### config.mk
export PLATFORM = sky130hd
export DESIGN_NAME = beam_cmp_top
export DESIGN_NICKNAME = d
export VERILOG_FILES = /design/src/rtl/bcmp_pkg.sv /design/src/rtl/bcmp_decode.sv /design/src/rtl/bcmp_ge.sv /design/src/rtl/beam_cmp_top.sv
export SDC_FILE = /design/constraint.sdc
export NUM_CORES = 1
export LEC_CHECK = 0
export BUFFER_PORTS_ARGS = -buffer_cell sky130_fd_sc_hd__buf_4
export CAP_MARGIN = 40
export CORE_UTILIZATION = 31
export DETAILED_ROUTE_END_ITERATION = 12
export PLACE_DENSITY = 0.79
export SETUP_SLACK_MARGIN = 0.2
export SLEW_MARGIN = 30
export SYNTH_ARGS = -nofsm -noshare
export SYNTH_HDL_FRONTEND = slang
export SYNTH_SLANG_ARGS = --single-unit
### constraint.sdc
create_clock -name clk -period 1 [get_ports clk]
set_input_delay 0.25 -clock clk [delete_from_list [all_inputs] [get_ports clk]]
set_output_delay 0.25 -clock clk [all_outputs]
set_load 0.02 [all_outputs]
### src/rtl/bcmp_pkg.sv
package bcmp_pkg;

    parameter int V_W      = 8;
    parameter int H_W      = 9;
    parameter int H_DROP   = 2;
    parameter int WORD_W   = 16;

    localparam int HF_W    = H_W - H_DROP;
    localparam int KEY_W   = V_W + HF_W;

    typedef struct packed {
        logic [KEY_W-1:0] pos;
        logic [KEY_W-1:0] en;
        logic             need_blit;
    } target_t;

    typedef struct packed {
        logic sat;
    } state_t;

endpackage

### src/rtl/bcmp_decode.sv
module bcmp_decode
    import bcmp_pkg::*;
(
    input  logic [WORD_W-1:0] word1,
    input  logic [WORD_W-1:0] word2,
    output target_t           tgt
);

    localparam int VEN_W = V_W - 1;

    logic [1:0] unused_lsbs;

    // word1[15:1] holds the joined line/horizontal target
    // word2[14:1] holds enables for every compared bit except line bit 7
    always_comb begin
        tgt.pos       = word1[WORD_W-1 -: KEY_W];
        tgt.en        = {1'b1, word2[WORD_W-2 -: (VEN_W + HF_W)]};
        tgt.need_blit = ~word2[WORD_W-1];
    end

    assign unused_lsbs = {word1[0], word2[0]};

endmodule

### src/rtl/bcmp_ge.sv
module bcmp_ge #(
    parameter int W = 15
) (
    input  logic [W-1:0] beam,
    input  logic [W-1:0] target,
    input  logic [W-1:0] en,
    output logic         ge
);

    logic [W-1:0] beam_m;
    logic [W-1:0] tgt_m;
    logic [W:0]   eq_acc;
    logic [W:0]   gt_acc;

    assign eq_acc[W] = 1'b1;
    assign gt_acc[W] = 1'b0;

    // Masking is done per bit; the magnitude chain then runs from the MSB down
    for (genvar i = W - 1; i >= 0; i--) begin : g_bit
        assign beam_m[i] = beam[i] & en[i];
        assign tgt_m[i]  = target[i] & en[i];
        assign gt_acc[i] = gt_acc[i+1] | (eq_acc[i+1] & beam_m[i] & ~tgt_m[i]);
        assign eq_acc[i] = eq_acc[i+1] & ~(beam_m[i] ^ tgt_m[i]);
    end

    assign ge = gt_acc[0] | eq_acc[0];

endmodule

### src/rtl/beam_cmp_top.sv
module beam_cmp_top
    import bcmp_pkg::*;
#(
    parameter logic [H_W-1:0] H_LIMIT = 9'h1C5
) (
    input  logic              clk,
    input  logic              rst_n,
    input  logic              cc_tick,
    input  logic              cmp_en,
    input  logic [V_W-1:0]    vpos,
    input  logic [H_W-1:0]    hpos,
    input  logic [WORD_W-1:0] word1,
    input  logic [WORD_W-1:0] word2,
    input  logic              blit_done,
    output logic              sat_q
);

    target_t          tgt;
    logic [KEY_W-1:0] beam_key;
    logic             pos_ge;
    logic             blit_ok;
    logic [H_DROP-1:0] unused_hlow;
    state_t           st_d;
    state_t           st_q;

    bcmp_decode u_decode (
        .word1 (word1),
        .word2 (word2),
        .tgt   (tgt)
    );

    assign beam_key    = {vpos, hpos[H_W-1:H_DROP]};
    assign unused_hlow = hpos[H_DROP-1:0];

    bcmp_ge #(.W(KEY_W)) u_ge (
        .beam   (beam_key),
        .target (tgt.pos),
        .en     (tgt.en),
        .ge     (pos_ge)
    );

    assign blit_ok = ~tgt.need_blit | blit_done;

    always_comb begin
        st_d = st_q;
        if (cc_tick) begin
            st_d.sat = cmp_en & pos_ge & blit_ok;
        end
    end

    always_ff @(posedge clk or negedge rst_n) begin
        if (!rst_n) begin
            st_q <= '0;
        end else begin
            st_q <= st_d;
        end
    end

    assign sat_q = st_q.sat;

    AST_IDLE_ZERO: assert property (@(posedge clk) disable iff (!rst_n)
        (cc_tick && !cmp_en) |=> !sat_q);
    AST_HOLD_NO_TICK: assert property (@(posedge clk) disable iff (!rst_n)
        !cc_tick |=> $stable(sat_q));
    AST_BLIT_GATE: assert property (@(posedge clk) disable iff (!rst_n)
        (cc_tick && !word2[WORD_W-1] && !blit_done) |=> !sat_q);
    AST_LINE_MSB: assert property (@(posedge clk) disable iff (!rst_n)
        (cc_tick && !vpos[V_W-1] && word1[WORD_W-1]) |=> !sat_q);
    AST_NEVER_END: assert property (@(posedge clk) disable iff (!rst_n)
        (cc_tick && word1 == 16'hFFFF && word2[14:1] == 14'h3FFF && hpos <= H_LIMIT)
        |=> !sat_q);

endmodule

==> run metrics <==
status finished, violations left; failing checks setup timing; post-route ant nets 0; CP max stage delay about 350 ps; total die area 0.00153 mm^2; die width 39.1 um; Pwr Total between 0.0003 and 0.0004 W; DRT Wirelength 1410 um; worst hold slack 27.2 ps; CTS clk-pin slew, worst paths 0 ps; Die Y slightly below 40 um; Layout area overhead 110%; drt wl/cell 10.6 um; core area 0.00128 mm^2; Synth Instances 63; Static Leakage 0.457 nW; GR Overflow Total 0; Slew @ Worst Pin roughly 320 ps; VDD IR max 229 uV; power per cell area 442 mW/mm^2; fin crit share 130%; Setup WS pre-CTS -316 ps; relative slew slack roughly 80%; PortBufs 50; Worst-Skew Late Latency 0 ps; Seq cells post-synth 1; max reg flops 1; Worst Hold Class input pin to asynchronous set/reset pin; WP buf/inv 1; fill count between 100 and 150; First DRT Iteration DRCs 6; Max-Cap Viols 0; Slew Limit Fails 0; antenna cells 0; largest family of logic cells by synthesized area compound AO/OA/AOI/OAI gates; Placer Congestion 0.665; synthesized area per cell 6.77 um^2; post-synth cell types 28; Synth Area in XOR/XNOR 12.3%; Max FO, Critical Path 2; crit path launch type input pin; Final min period 1300 ps; final setup vio count 1; Via Count slightly below 700; setup ws final -299 ps; Stages on worst setup path 6; CP Class input pin to register; Final Net Count 175; vias in the first global route ~620; largest net degree at the start of global routing 4; Starting Density between 30% and 40%; RSZ-0062 raised after global routing true; Yosys warning count 0; gr usage total 19.1%; mux share of post-synthesis cell area 0%; Netlist Area Pre-Place between 400 and 500 um^2; share of cells above drive strength 1 52.5%; sequential fraction of the synthesis area 5.87%; # rows 13; DR vias/cell 5.14; Synth Area in Compound Gates between 30% and 40%; first-pass GRT wire length 2130 um; Remaining DRCs 0; Fmax achieved 0.770 GHz; Post-DP HPWL 1250 um; worst reg2reg path depth 3; DRT Pass-1 Iters 4; CP max-delay cell a222oi_1; Setup Skew 0 ps; CP Data Required Time 910 ps; simple-gate share of the synthesized area a little over a third; # IOs 55; initial antenna violation count 0; Critical Path AT 1210 ps; Setup crit end kind register; # Post-CTS Setup Buffers 0; Mapped Nets 118; final core occ a little over two thirds; critical path's top delay family compound AO/OA/AOI/OAI gates; Hold Fails Final Rpt 0; post-synthesis adder-cell area fraction between 2 and 3%; critical-path cell list buf_6 > nand2_2 > o22a_1 > a222oi_1 > nand3_1 > o211ai_1
[repair_timing]
action | in CTS | in global routing
resized for setup | 4 | 7
hold endpoints to repair | 0 | 0
pin swaps | 5 | 5
hold buffers | 0 | 0
setup endpoints to repair | 1 | 1
[synthesized netlist by cell type]
library cell | n | area (um^2)
nand4bb_1 | 1 | 11.3
a41o_1 | 1 | 10.0
a22o_1 | 2 | 17.5
and3b_2 | 1 | 10.0
nand3_1 | 1 | 5.00
dfrtp_1 | 1 | 25.0
o311ai_0 | 1 | 8.76
o21a_1 | 1 | 7.51
o21bai_1 | 1 | 7.51
xor2_1 | 5 | 43.8
nor2b_1 | 4 | 25.0
xnor2_1 | 1 | 8.76
nand3b_1 | 6 | 45.0
nand2b_1 | 1 | 6.26
nor4_1 | 1 | 6.26
a31oi_1 | 2 | 12.5
o22a_1 | 1 | 8.76
and2_1 | 1 | 6.26
nand2_1 | 9 | 33.8
ha_1 | 1 | 12.5
o221ai_1 | 1 | 8.76
o21ai_0 | 2 | 10.0
o211ai_1 | 3 | 22.5
nor2_1 | 2 | 7.51
inv_1 | 6 | 22.5
a222oi_1 | 1 | 10.0
a21oi_1 | 5 | 25.0
o32ai_1 | 1 | 8.76
[cells in the final DEF (no fill, tap or decap), types with 2 or more instances in the layout]
| master | netlist | layout |
|---|---|---|
| buf_4 | 0 | 52 |
| nand3b_1 | 6 | 6 |
| a22o_1 | 2 | 2 |
| a21oi_1 | 5 | 5 |
| buf_6 | 0 | 3 |
| nand2_1 | 9 | 7 |
| o211ai_1 | 3 | 3 |
| a31oi_1 | 2 | 2 |
| xor2_1 | 5 | 5 |
| nand2_2 | 0 | 2 |
| inv_1 | 6 | 6 |
| nor2b_1 | 4 | 4 |
[cell type report]
class                      count  area (um^2)  area share (%)
inverter                       6         22.5            2.52
tap                           15         18.8            2.10
sequential                     1         25.0            2.80
multi-input combinational     56          404            45.2
timing repair buffer          55          424            47.4
[through the flow]
| step | area, um^2 | std cells | setup TNS [ps] |
|---|---|---|---|
| after floorplan | 427 | 63 | -103 |
| after global placement | 858 | 133 | -312 |
| after detailed placement | 858 | 133 | -316 |
| after CTS | 868 | 133 | -252 |
| after global routing | 895 | 133 | -359 |
| final | 895 | 133 | -299 |
[logic make-up (layout without fill, tap and decap cells)]
kind of cell,Yosys count,in the layout
compound gates,22,22
flops,1,1
xor+xnor,6,6
simple gates,27,27
buf+inv,6,61
fa+ha+maj,1,1
[where the power goes]
| part | switching [W] | total, W | leakage [nW] | internal [W] |
|---|---|---|---|---|
| clock network | 0 | 0 | 0 | 0 |
| registers | 0.00000252 | 0.0000483 | 0.0133 | 0.0000457 |
| logic | 0.000127 | 0.000347 | 0.443 | 0.000220 |
| total | 0.000130 | 0.000395 | 0.457 | 0.000266 |
[worst paths after layout]
kind | slack (ps) | from | endpoint
min | 30 | rst_n | sat_q$_DFFE_PN0P_
max in group asynchronous | 890 | rst_n | sat_q$_DFFE_PN0P_
min reg2reg | 640 | sat_q$_DFFE_PN0P_ | sat_q$_DFFE_PN0P_
max | -300 | word2[7] | sat_q$_DFFE_PN0P_
max reg2reg | 170 | sat_q$_DFFE_PN0P_ | sat_q$_DFFE_PN0P_
min in group clk | 620 | cc_tick | sat_q$_DFFE_PN0P_
[layer usage]
metal	global-route usage (%)	part of all wire, %	vias to the layer above
met2	40.4	53	37
met3	4.05	11	0
met4	0	0	0
met1	19.5	36	300
li1	-	-	347
met5	0	0	-
No activity file was read; power rests on OpenSTA's default activity.
